File: config.mk
export PLATFORM = sky130hd
export DESIGN_NAME = smt_fetch_cache
export DESIGN_NICKNAME = d
export VERILOG_FILES = /design/src/rtl/fcache_pkg.sv /design/src/rtl/fcache_arb.sv /design/src/rtl/fcache_thread.sv /design/src/rtl/fcache_tags.sv /design/src/rtl/smt_fetch_cache.sv
export SDC_FILE = /design/constraint.sdc
export NUM_CORES = 1
export LEC_CHECK = 0
export BUFFER_PORTS_ARGS = -buffer_cell sky130_fd_sc_hd__clkbuf_2
export CORE_ASPECT_RATIO = 1.4
export CORE_MARGIN = 2
export CORE_UTILIZATION = 65
export CTS_BUF_LIST = sky130_fd_sc_hd__clkbuf_8
export CTS_CLUSTER_DIAMETER = 200
export DETAILED_ROUTE_END_ITERATION = 7
export PLACE_DENSITY = 0.91
export SLEW_MARGIN = 25
export SYNTH_ARGS = -nofsm -noshare
export SYNTH_HDL_FRONTEND = slang
export SYNTH_SLANG_ARGS = --single-unit
File: constraint.sdc
create_clock -name clk -period 10.9 [get_ports clk]
set_input_delay 0.545 -clock clk [delete_from_list [all_inputs] [get_ports clk]]
set_output_delay 0.545 -clock clk [all_outputs]
set_load 0.01 [all_outputs]
File: src/rtl/fcache_pkg.sv
package fcache_pkg;
    localparam int ADDR_W = 12;
    localparam int DATA_W = 32;
    localparam int LINES  = 16;
    localparam int NTHR   = 2;
    localparam int IDX_W  = $clog2(LINES);
    localparam int TAG_W  = ADDR_W - IDX_W;

    typedef logic [ADDR_W-1:0] addr_t;
    typedef logic [DATA_W-1:0] data_t;
    typedef logic [IDX_W-1:0]  idx_t;
    typedef logic [TAG_W-1:0]  tag_t;

    typedef struct packed {
        logic  vld;
        logic  owner;
        tag_t  tag;
        data_t data;
    } line_t;

    function automatic idx_t idx_of(addr_t a);
        return a[IDX_W-1:0];
    endfunction

    function automatic tag_t tag_of(addr_t a);
        return a[ADDR_W-1:IDX_W];
    endfunction
endpackage

File: src/rtl/fcache_arb.sv
module fcache_arb (
    input  logic       clk,
    input  logic       rst,
    input  logic [1:0] elig,
    output logic       gnt_vld,
    output logic       gnt_id
);
    logic prio_q;

    always_comb begin
        gnt_vld = |elig;
        if (elig == 2'b11) gnt_id = prio_q;
        else               gnt_id = elig[1];
    end

    always_ff @(posedge clk) begin
        if (rst)          prio_q <= 1'b0;
        else if (gnt_vld) prio_q <= ~gnt_id;
    end

    AST_RR_FLIP: assert property (@(posedge clk) disable iff (rst)
        (gnt_vld && elig == 2'b11) |=> (elig != 2'b11 || gnt_id != $past(gnt_id)));
endmodule

File: src/rtl/fcache_thread.sv
module fcache_thread import fcache_pkg::*; (
    input  logic  clk,
    input  logic  rst,
    input  logic  redir,
    input  addr_t redir_pc,
    input  logic  adv,
    input  logic  miss,
    input  logic  fill_mine,
    output addr_t pc,
    output addr_t pend_addr,
    output logic  pend,
    output logic  discard
);
    logic drop_q;

    always_ff @(posedge clk) begin
        if (rst) begin
            pc        <= '0;
            pend      <= 1'b0;
            drop_q    <= 1'b0;
            pend_addr <= '0;
        end else begin
            if (redir)    pc <= redir_pc;
            else if (adv) pc <= pc + 1'b1;
            if (miss) begin
                pend      <= 1'b1;
                pend_addr <= pc;
            end else if (fill_mine) begin
                pend      <= 1'b0;
            end
            if (fill_mine)          drop_q <= 1'b0;
            else if (redir && pend) drop_q <= 1'b1;
        end
    end

    assign discard = drop_q | redir;

    AST_PC_STEADY: assert property (@(posedge clk) disable iff (rst)
        (!adv && !redir) |=> $stable(pc));
    AST_FILL_CLEARS: assert property (@(posedge clk) disable iff (rst)
        fill_mine |=> !pend);
    AST_MISS_WHEN_IDLE: assert property (@(posedge clk) disable iff (rst)
        miss |-> !pend);
endmodule

File: src/rtl/fcache_tags.sv
module fcache_tags import fcache_pkg::*; (
    input  logic  clk,
    input  logic  rst,
    input  addr_t look_addr,
    input  logic  look_tid,
    output logic  look_hit,
    output data_t look_data,
    input  logic  wr_en,
    input  addr_t wr_addr,
    input  logic  wr_tid,
    input  data_t wr_data
);
    line_t lines_q [LINES];
    line_t sel;

    always_ff @(posedge clk) begin
        if (rst) begin
            for (int i = 0; i < LINES; i++) lines_q[i].vld <= 1'b0;
        end else if (wr_en) begin
            lines_q[idx_of(wr_addr)] <= '{vld: 1'b1, owner: wr_tid,
                                          tag: tag_of(wr_addr), data: wr_data};
        end
    end

    always_comb begin
        sel       = lines_q[idx_of(look_addr)];
        look_hit  = sel.vld && (sel.owner == look_tid) && (sel.tag == tag_of(look_addr));
        look_data = sel.data;
    end
endmodule

File: src/rtl/smt_fetch_cache.sv
module smt_fetch_cache import fcache_pkg::*; (
    input  logic                         clk,
    input  logic                         rst,
    input  logic [NTHR-1:0]              req_i,
    input  logic [NTHR-1:0]              stall_i,
    input  logic [NTHR-1:0]              redir_i,
    input  logic [NTHR-1:0][ADDR_W-1:0]  redir_pc_i,
    input  logic                         fill_vld_i,
    input  logic                         fill_tid_i,
    input  logic [DATA_W-1:0]            fill_data_i,
    output logic                         miss_vld_o,
    output logic                         miss_tid_o,
    output logic [ADDR_W-1:0]            miss_addr_o,
    output logic                         hit_vld_o,
    output logic                         hit_tid_o,
    output logic [ADDR_W-1:0]            hit_pc_o,
    output logic [DATA_W-1:0]            hit_data_o,
    output logic [NTHR-1:0][ADDR_W-1:0]  pc_o
);
    addr_t           pc_w   [NTHR];
    addr_t           pa_w   [NTHR];
    logic [NTHR-1:0] pend, discard, elig, adv, miss, fill_mine;
    logic            gnt_vld, gnt_id, tag_hit, hit_now, miss_now, wr_en;
    data_t           look_data;
    addr_t           look_addr;

    for (genvar g = 0; g < NTHR; g++) begin : g_thr
        assign elig[g]      = req_i[g] & ~stall_i[g] & ~pend[g] & ~redir_i[g];
        assign adv[g]       = hit_now  & (gnt_id == 1'(g));
        assign miss[g]      = miss_now & (gnt_id == 1'(g));
        assign fill_mine[g] = fill_vld_i & (fill_tid_i == 1'(g)) & pend[g];
        assign pc_o[g]      = pc_w[g];

        fcache_thread u_thr (
            .clk       (clk),
            .rst       (rst),
            .redir     (redir_i[g]),
            .redir_pc  (redir_pc_i[g]),
            .adv       (adv[g]),
            .miss      (miss[g]),
            .fill_mine (fill_mine[g]),
            .pc        (pc_w[g]),
            .pend_addr (pa_w[g]),
            .pend      (pend[g]),
            .discard   (discard[g])
        );
    end

    fcache_arb u_arb (
        .clk     (clk),
        .rst     (rst),
        .elig    (elig),
        .gnt_vld (gnt_vld),
        .gnt_id  (gnt_id)
    );

    assign look_addr = pc_w[gnt_id];
    assign hit_now   = gnt_vld & tag_hit;
    assign miss_now  = gnt_vld & ~tag_hit;
    assign wr_en     = fill_vld_i & pend[fill_tid_i] & ~discard[fill_tid_i];

    fcache_tags u_tags (
        .clk       (clk),
        .rst       (rst),
        .look_addr (look_addr),
        .look_tid  (gnt_id),
        .look_hit  (tag_hit),
        .look_data (look_data),
        .wr_en     (wr_en),
        .wr_addr   (pa_w[fill_tid_i]),
        .wr_tid    (fill_tid_i),
        .wr_data   (fill_data_i)
    );

    always_ff @(posedge clk) begin
        if (rst) begin
            hit_vld_o   <= 1'b0;
            miss_vld_o  <= 1'b0;
            hit_tid_o   <= 1'b0;
            miss_tid_o  <= 1'b0;
            hit_pc_o    <= '0;
            hit_data_o  <= '0;
            miss_addr_o <= '0;
        end else begin
            hit_vld_o  <= hit_now;
            miss_vld_o <= miss_now;
            if (gnt_vld) begin
                hit_tid_o   <= gnt_id;
                miss_tid_o  <= gnt_id;
                hit_pc_o    <= look_addr;
                miss_addr_o <= look_addr;
                hit_data_o  <= look_data;
            end
        end
    end

    AST_GNT_ELIGIBLE: assert property (@(posedge clk) disable iff (rst)
        gnt_vld |-> (req_i[gnt_id] && !stall_i[gnt_id] && !pend[gnt_id]));
    AST_ONE_OUTCOME: assert property (@(posedge clk) disable iff (rst)
        !(hit_vld_o && miss_vld_o));
    AST_MISS_PENDING: assert property (@(posedge clk) disable iff (rst)
        miss_vld_o |-> pend[miss_tid_o]);
    AST_HIT_ADVANCES: assert property (@(posedge clk) disable iff (rst)
        hit_vld_o |-> (pc_o[hit_tid_o] == hit_pc_o + 1'b1));
endmodule

==> results.py, run 1 <==
metrics = {
    "global_routing": {
        "global_route.overflow_total": 0,
        "grt_pass1_wl_mm": 126.9,
        "grt_antenna_before_repair": 6,
        "grt.total_usage": 0.3317,
        "vias_in_the_first_global_route": 22290,
        "grt_start_max_net_pins": 131,
    },
    "run": {
        "cap_violations": 0,
    },
    "setup_path": {
        "cell_class_contributing_the_biggest_share_of_worst_path_delay": "simple AND/OR/NAND/NOR gates",
        "slowest_cell_delay_on_critical_path_ns": 0.80,
        "crit_arrival_ns": 7.11,
        "worst_r2r_startpoint": "g_thr[1].u_thr.pend",
        "critical_path.endpoint_type": "register",
        "cp_num_buf_inv": 2,
        "r2r_slack_ns": 4.39,
        "critPathRequiredTime_ns": 11.50,
        "cp.depth": 13,
        "critPathKind": "register to register",
        "reg2reg_to": "g_thr[0].u_thr.pc[5]",
        "crit_path_frequent_cell": "buf_6",
        "worstSetupStartpointType": "register",
        "cp_slowest_cell": "nor4_4",
        "critical_path_peak_fanout": 130,
        "ff2ff_path_depth": 13,
        "path_cells": "nor4b_4, o211ai_4, nand2_8, buf_6, buf_6, mux2i_1, o22ai_1, nor4_1, xnor2_1, nand4_2, nor4_4, mux2_2, o21a_1",
        "worstSetupStartpoint": "g_thr[1].u_thr.pend",
        "timing.critical_path.to": "g_thr[0].u_thr.pc[5]",
    },
    "pwr": {
        "p_leak_nw": 12.24,
        "finalPower_w": 0.006072,
        "pwr_density_cell_nw_per_um2": 173.5,
        "max-vdd-ir-drop_uv": 109.5,
    },
    "final_layout": {
        "syn_to_final_growth_pct": 10.81,
        "fillerInstances": 2617,
        "drive_gt1_frac": 0.1508,
        "post-route-util": 0.7286,
        "final_net_count": 2693,
        "layout.cell_area.non_filler_um2": 34990,
        "post_layout_nonfiller_instances": 3349,
    },
    "sta": {
        "min_period_over_period": 0.5972,
        "worst_pin_slew_ns": 1.061,
        "unrepaired_setup_endpoints_after_global_routing": "no",
        "skew_ns": 0.02994,
        "timing.setup.tns_ns": 0,
        "final_max_slew_viol_count": 0,
        "hold_violations": 0,
        "setup_viol": 0,
        "timing.fmax_ghz": 0.1536,
        "timing.final.crit_period_ns": 6.510,
        "slew_headroom": 0.2930,
    },
    "cts": {
        "post_cts_resize_count": 0,
        "post_cts.repair.setup_buffers": 0,
        "buffer_type_at_the_clock_tree_root": "clkbuf_8",
        "source_to_sink_clock_delay_at_the_later_pin_of_the_worst_skew_pair_ns": 0.71,
        "tritoncts_clock_tree": "built",
        "ctsLongestPathBuffers": 3,
        "htreeDepth": 3,
        "post_cts_hold_buffer_count": 0,
        "cts_buffers": 104,
        "clk_pin_slew_ns": 0.06,
        "clock_sinks": 772,
    },
    "route": {
        "detail_route.first_pass.iterations": 8,
        "dr_total_vias": 22870,
        "routedWlPerCell_um": 25.32,
        "finalWirelength_mm": 84.81,
        "vias_per_cell": 6.830,
        "drt_iter0_markers": 3776,
        "drtAntennaViolNets": 0,
        "route.detailed.drc": 0,
    },
    "floorplan": {
        "core_um2": 48020,
        "die_h_um": 264.8,
        "floorplan.die_area_um2": 50380,
        "initial_core_util": 0.6575,
        "chipWidth_um": 190.3,
        "ios": 150,
        "std_cell_rows": 95,
    },
    "yosys": {
        "synthCells": 2513,
        "yosys_warnings": 0,
        "avgSynthCellArea_um2": 12.56,
        "ys_ff_latch": 772,
        "sequential_cell_area_fraction_in_the_yosys_report": 0.6974,
        "synth_enable_flop_cells": 656,
        "mappedNetlistArea_um2": 31570,
        "synth_ff_type": "edfxtp_1",
        "asyncSetResetFlopFracSynth": 0,
        "syn-num-nets": 2581,
        "yosysUniqueCellTypes": 73,
    },
    "placed_design": {
        "dp_cells": 3147,
        "dp_hpwl_mm": 41.99,
        "globalplace.congestion": 0.8636,
        "placement.io_buffers": 149,
        "post_dp_cell_area_um2": 32750,
    },
    "run_status": {
        "run_status": "complete, no violations",
    },
    "min_path": {
        "hold_class": "input pin to register",
    },
}
-- synth_stat cells, drive strengths merged, types with 5 or more instances --
library cell  number  share of area
or3                5        0.00099
a211oi            70          0.017
nand3             76          0.012
edfxtp           656           0.62
nor3b              8         0.0019
dfxtp            116          0.074
inv               34         0.0040
nor4              13         0.0034
o22ai             34         0.0067
nand4              6         0.0014
xor2               6         0.0017
nor3              13         0.0022
nor2b              8         0.0016
xnor2             10         0.0028
mux2i             72          0.023
nor2              68         0.0082
a21oi             86          0.014
o211ai             9         0.0030
nor4b              5         0.0023
nand2            633          0.076
a31oi             69          0.014
mux2              25         0.0089
clkbuf           123          0.015
buf               57          0.011
a311oi            73          0.020
and3             115          0.023
a2111oi            6         0.0021
nand2b            47         0.0093
o21ai             22         0.0038
-- registers in the layout (all words and copies together) (netlist names) --
signal and count:
g_thr.u_thr.drop_q 2, u_arb.prio_q 1, u_tags.lines_q 672, g_thr.u_thr.pc 24, hit_vld_o 1, hit_data_o 32
g_thr.u_thr.pend_addr 24, hit_pc_o 12, miss_vld_o 1, hit_tid_o 1, g_thr.u_thr.pend 2
-- tightest hold or removal path: stages --
cell and delay [ns]:
clkbuf_2 0.08, a22oi_1 0.06, nand2_1 0.07
-- layer usage --
metal,track usage,wire (µm)
met5,0,29
met1,0.4030,27150
met2,0.5441,41730
met3,0.06845,10350
met4,0.2085,5539
-- power by group --
part | internal [W] | leakage (nW) | switching, W | total, W
Combinational | 0.000180 | 4.25 | 0.000396 | 0.000576
Clock | 0.00117 | 1.22 | 0.00108 | 0.00225
Sequential | 0.00322 | 6.77 | 0.0000302 | 0.00325
-- metrics by stage --
stage | hold WS, ns | setup slack [ns]
floorplan | 0.4401 | 6.783
global placement | 0.4379 | 3.432
detailed placement | 0.4445 | 3.217
CTS | 0.04839 | 3.705
global route | 0.07695 | 4.071
finish | 0.07729 | 4.390
-- worst min path at each step --
stage / start / to / slack, ns / cells after the start
CTS: redir_pc_i[6] / g_thr[0].u_thr.pc[6] / 0.05 / 3
global placement: hit_data_o[22] / hit_data_o[22] / 0.44 / 2
floorplan: u_tags.lines_q[0][41] / u_tags.lines_q[0][41] / 0.44 / 2
detailed placement: hit_data_o[11] / hit_data_o[11] / 0.44 / 2
finish: redir_pc_i[6] / g_thr[0].u_thr.pc[6] / 0.08 / 3
global route: redir_pc_i[2] / g_thr[0].u_thr.pc[2] / 0.08 / 3
-- cells in the final DEF (no fill, tap or decap), types with 6 or more instances in the layout --
| cell | n |
|---|---|
| o211ai_1 | 7 |
| a211oi_1 | 69 |
| clkinv_2 | 13 |
| o21ai_0 | 17 |
| inv_1 | 65 |
| nor4_1 | 10 |
| o22ai_1 | 34 |
| xor2_1 | 6 |
| nor3b_1 | 8 |
| bufinv_16 | 7 |
| and3_1 | 115 |
| mux2_2 | 25 |
| nor3_1 | 12 |
| clkbuf_2 | 148 |
| dfxtp_1 | 116 |
| a21oi_1 | 86 |
| clkbuf_8 | 119 |
| mux2i_1 | 71 |
| edfxtp_1 | 656 |
| buf_4 | 31 |
| a311oi_1 | 73 |
| nor2b_1 | 8 |
| nor2_4 | 18 |
| nand2_1 | 627 |
| nand2b_1 | 47 |
| diode_2 | 6 |
| clkinv_1 | 19 |
| a31oi_1 | 69 |
| xnor2_1 | 10 |
| nor2_1 | 49 |
| nand3_1 | 75 |
-- layout make-up --
type	instances	area (µm²)	area share
Timing Repair Buffer	186	1085	0.03100
Antenna cell	6	15.01	0.0004291
Sequential cell	772	22020	0.6294
Multi-Input combinational cell	1526	8798	0.2515
Tap cell	630	788.3	0.02253
Clock inverter	75	511.7	0.01463
Clock buffer	119	1638	0.04681
Inverter	35	131.4	0.003755
-- kinds of logic after synthesis --
group	synth area share
simple gates	0.1465
flops	0.6974
compound gates	0.08936
buf+inv	0.02972
mux	0.03174
xor+xnor	0.004438
fa+ha+maj	0.0007924
Note: power is estimated with default switching activity, not from simulation.
==> run 2: changes to the inputs <==
--- a/config.mk
+++ b/config.mk
@@ -8,11 +8,11 @@
 export BUFFER_PORTS_ARGS = -buffer_cell sky130_fd_sc_hd__clkbuf_2
 export CORE_ASPECT_RATIO = 1.4
 export CORE_MARGIN = 2
-export CORE_UTILIZATION = 65
+export CORE_UTILIZATION = 64
 export CTS_BUF_LIST = sky130_fd_sc_hd__clkbuf_8
 export CTS_CLUSTER_DIAMETER = 200
 export DETAILED_ROUTE_END_ITERATION = 7
-export PLACE_DENSITY = 0.91
+export PLACE_DENSITY = 0.9
 export SLEW_MARGIN = 25
 export SYNTH_ARGS = -nofsm -noshare
 export SYNTH_HDL_FRONTEND = slang
==> constraint.sdc (replaced) <==
create_clock -name clk -period 6.6 [get_ports clk]
set_input_delay 0.33 -clock clk [delete_from_list [all_inputs] [get_ports clk]]
set_output_delay 0.33 -clock clk [all_outputs]
set_load 0.01 [all_outputs]
==> run 2 against run 1 <==
  * Die area rose by 1.5%
  * Sequential share of layout area fell by 0.89 points
  * Routed wire length fell by 0.61%
  * Cell count rose by 1.6%
  * Count of clock-buffer cells in the layout rose by 4
  * Clock skew rose by 0.0056 ns
  * Register-to-register slack got worse by 3.0 ns
  * Combinational power rose by 66%
  * Sequential cell count did not move
  * Critical path depth fell by 1
  * Sequential power rose by 65%
  * Via count barely moved
  * Critical path type unchanged
  * Largest cell class unchanged
  * Largest power group unchanged
  * Highest routed layer unchanged
==> results.py, run 2 (synthesis gave the netlist of run 1 again) <==
metrics = {
    "setup_path": {
        "cp.depth": 12,
        "critical_path_peak_fanout": 115,
        "cell_class_contributing_the_biggest_share_of_worst_path_delay": "simple AND/OR/NAND/NOR gates",
        "crit_path_frequent_cell": "mux2i_1",
        "worst_r2r_startpoint": "g_thr[0].u_thr.pend",
        "slowest_cell_delay_on_critical_path_ns": 0.75,
        "reg2reg_to": "g_thr[0].u_thr.pend_addr[10]",
        "path_cells": "or4b_1, o211ai_4, nand2_8, mux2i_1, o22ai_1, nor4_1, xnor2_1, nand4_2, nor4_4, nor2_1, buf_4, mux2i_1",
        "worstSetupStartpointType": "register",
        "r2r_slack_ns": 1.41,
        "critical_path.endpoint_type": "register",
        "cp_slowest_cell": "or4b_1",
        "ff2ff_path_depth": 12,
        "crit_arrival_ns": 5.77,
        "worstSetupStartpoint": "g_thr[0].u_thr.pend",
        "critPathRequiredTime_ns": 7.18,
        "critPathKind": "register to register",
        "timing.critical_path.to": "g_thr[0].u_thr.pend_addr[10]",
        "cp_num_buf_inv": 1,
    },
    "sta": {
        "timing.fmax_ghz": 0.1926,
        "hold_slack_ns": 0.02699,
        "min_period_over_period": 0.7867,
        "timing.final.crit_period_ns": 5.192,
        "final_max_slew_viol_count": 0,
        "skew_ns": 0.03558,
        "unrepaired_setup_endpoints_after_global_routing": "no",
        "slew_headroom": 0.2563,
        "timing.setup.tns_ns": 0,
        "worst_pin_slew_ns": 1.113,
        "hold_violations": 0,
        "setup_viol": 0,
    },
    "cts": {
        "source_to_sink_clock_delay_at_the_later_pin_of_the_worst_skew_pair_ns": 0.73,
        "cts_buffers": 105,
        "htreeDepth": 3,
        "post_cts.repair.setup_buffers": 0,
        "buffer_type_at_the_clock_tree_root": "clkbuf_8",
        "clk_pin_slew_ns": 0.07,
        "clock_sinks": 772,
        "tritoncts_clock_tree": "built",
        "ctsLongestPathBuffers": 3,
    },
    "route": {
        "routedWlPerCell_um": 24.78,
        "dr_total_vias": 22880,
        "detail_route.first_pass.iterations": 6,
        "vias_per_cell": 6.725,
        "finalWirelength_mm": 84.29,
        "drt_iter0_markers": 3210,
        "drtAntennaViolNets": 0,
        "route.detailed.drc": 0,
    },
    "pwr": {
        "p_leak_nw": 12.45,
        "max-vdd-ir-drop_uv": 189.3,
        "pwr_density_cell_nw_per_um2": 286.8,
    },
    "run": {
        "cap_violations": 0,
    },
    "min_path": {
        "hold_class": "input pin to register",
    },
    "global_routing": {
        "busiest_layer": "met2",
        "gr-usage-met3": 0.07521,
        "gr-usage-met2": 0.5403,
        "grt_pass1_wl_mm": 125.1,
        "global_route.overflow_total": 0,
        "grt.total_usage": 0.3234,
        "globalRouteMet1Util": 0.3799,
        "vias_in_the_first_global_route": 22390,
        "grt_start_max_net_pins": 116,
        "grt_antenna_before_repair": 4,
    },
    "run_status": {
        "run_status": "complete, no violations",
    },
    "floorplan": {
        "core_um2": 48890,
        "floorplan.die_area_um2": 51150,
        "chipWidth_um": 191.7,
        "initial_core_util": 0.6459,
        "std_cell_rows": 96,
        "die_h_um": 266.8,
        "ios": 150,
    },
    "final_layout": {
        "largest_register_ff_count": 672,
        "top_register": "u_tags.lines_q",
        "post_layout_nonfiller_instances": 3402,
        "syn_to_final_growth_pct": 12.41,
        "reg_top3": "u_tags.lines_q x672, hit_data_o x32",
        "final_net_count": 2737,
        "post-route-util": 0.7260,
        "layout_commonest_cell": "edfxtp_1",
        "layout_common_cells": "edfxtp_1 (656), nand2_1 (627), clkbuf_2 (148)",
        "layout.cell_area.non_filler_um2": 35490,
        "drive_gt1_frac": 0.1554,
    },
    "placed_design": {
        "globalplace.congestion": 0.8884,
        "dp_cells": 3159,
        "placement.io_buffers": 149,
        "dp_hpwl_mm": 44.10,
        "post_dp_cell_area_um2": 32780,
    },
}
==> run 2: changes by cell type in the layout (fill, tap and decap cells not counted), sizes merged <==
cell / before / now
diode: 6 / 4
dlygate4sd3: 0 / 37
clkinv: 32 / 41
bufinv: 7 / 8
inv: 69 / 61
clkinvlp: 2 / 1
buf: 38 / 44
clkbuf: 267 / 271
==> run 2: how the worst min path moves through the flow <==
| stage | from | endpoint | slack, ns | depth (start not counted) |
|---|---|---|---|---|
| finish | fill_data_i[13] | u_tags.lines_q[7][13] | 0.03 | 1 |
| global route | fill_data_i[15] | u_tags.lines_q[8][15] | 0.04 | 1 |
| CTS | fill_data_i[4] | u_tags.lines_q[9][4] | 0.002 | 1 |
| detailed placement | hit_data_o[26] | hit_data_o[26] | 0.44 | 2 |
| global placement | hit_data_o[22] | hit_data_o[22] | 0.44 | 2 |
| floorplan | fill_data_i[0] | u_tags.lines_q[0][0] | 0.43 | 0 |
==> run 2: worst reg2reg max path, stage by stage (launching register included) <==
cell,delay (ns)
dfxtp_1,0.38
or4b_1,0.75
o211ai_4,0.54
nand2_8,0.56
mux2i_1,0.48
o22ai_1,0.13
nor4_1,0.58
xnor2_1,0.23
nand4_2,0.31
nor4_4,0.53
nor2_1,0.21
buf_4,0.23
mux2i_1,0.13
==> run 2: stage by stage <==
| stage | worst slack (ns) | power, W |
|---|---|---|
| global route | 1.004 | 0.01043 |
| finish | 1.408 | 0.01018 |
| detailed placement | 1.368 | 0.006353 |
| global placement | 1.593 | 0.006304 |
| floorplan | 2.698 | 0.006068 |
| CTS | 1.438 | 0.01011 |
==> run 2: area by class of cell <==
type	instances	area (µm²)
antenna	4	10.01
clock buffer	123	1693
timing repair buffer	229	1498
inverter	35	131.4
multi-input combinational	1526	8790
fill	2661	13390
sequential	772	22020
clock inverter	76	553.0
tap	637	797.0
==> run 2: metal layers <==
metal  routed length [µm]  vias to the layer above
met5                   11                        -
met4                 4848                        2
met3                10110                      418
met2                41780                     2007
met1                27540                    10850
li1                     -                     9601
==> run 2: repair_timing <==
| action | CTS | global route |
|---|---|---|
| endpoints found under the hold margin | 192 | 0 |
| resized for setup | 0 | 0 |
| hold buffers | 37 | 0 |
==> run 2: where the power goes <==
group | switching (W) | internal, W
clock | 0.00183 | 0.00203
sequential | 0.0000533 | 0.00531
combinational | 0.000647 | 0.000310
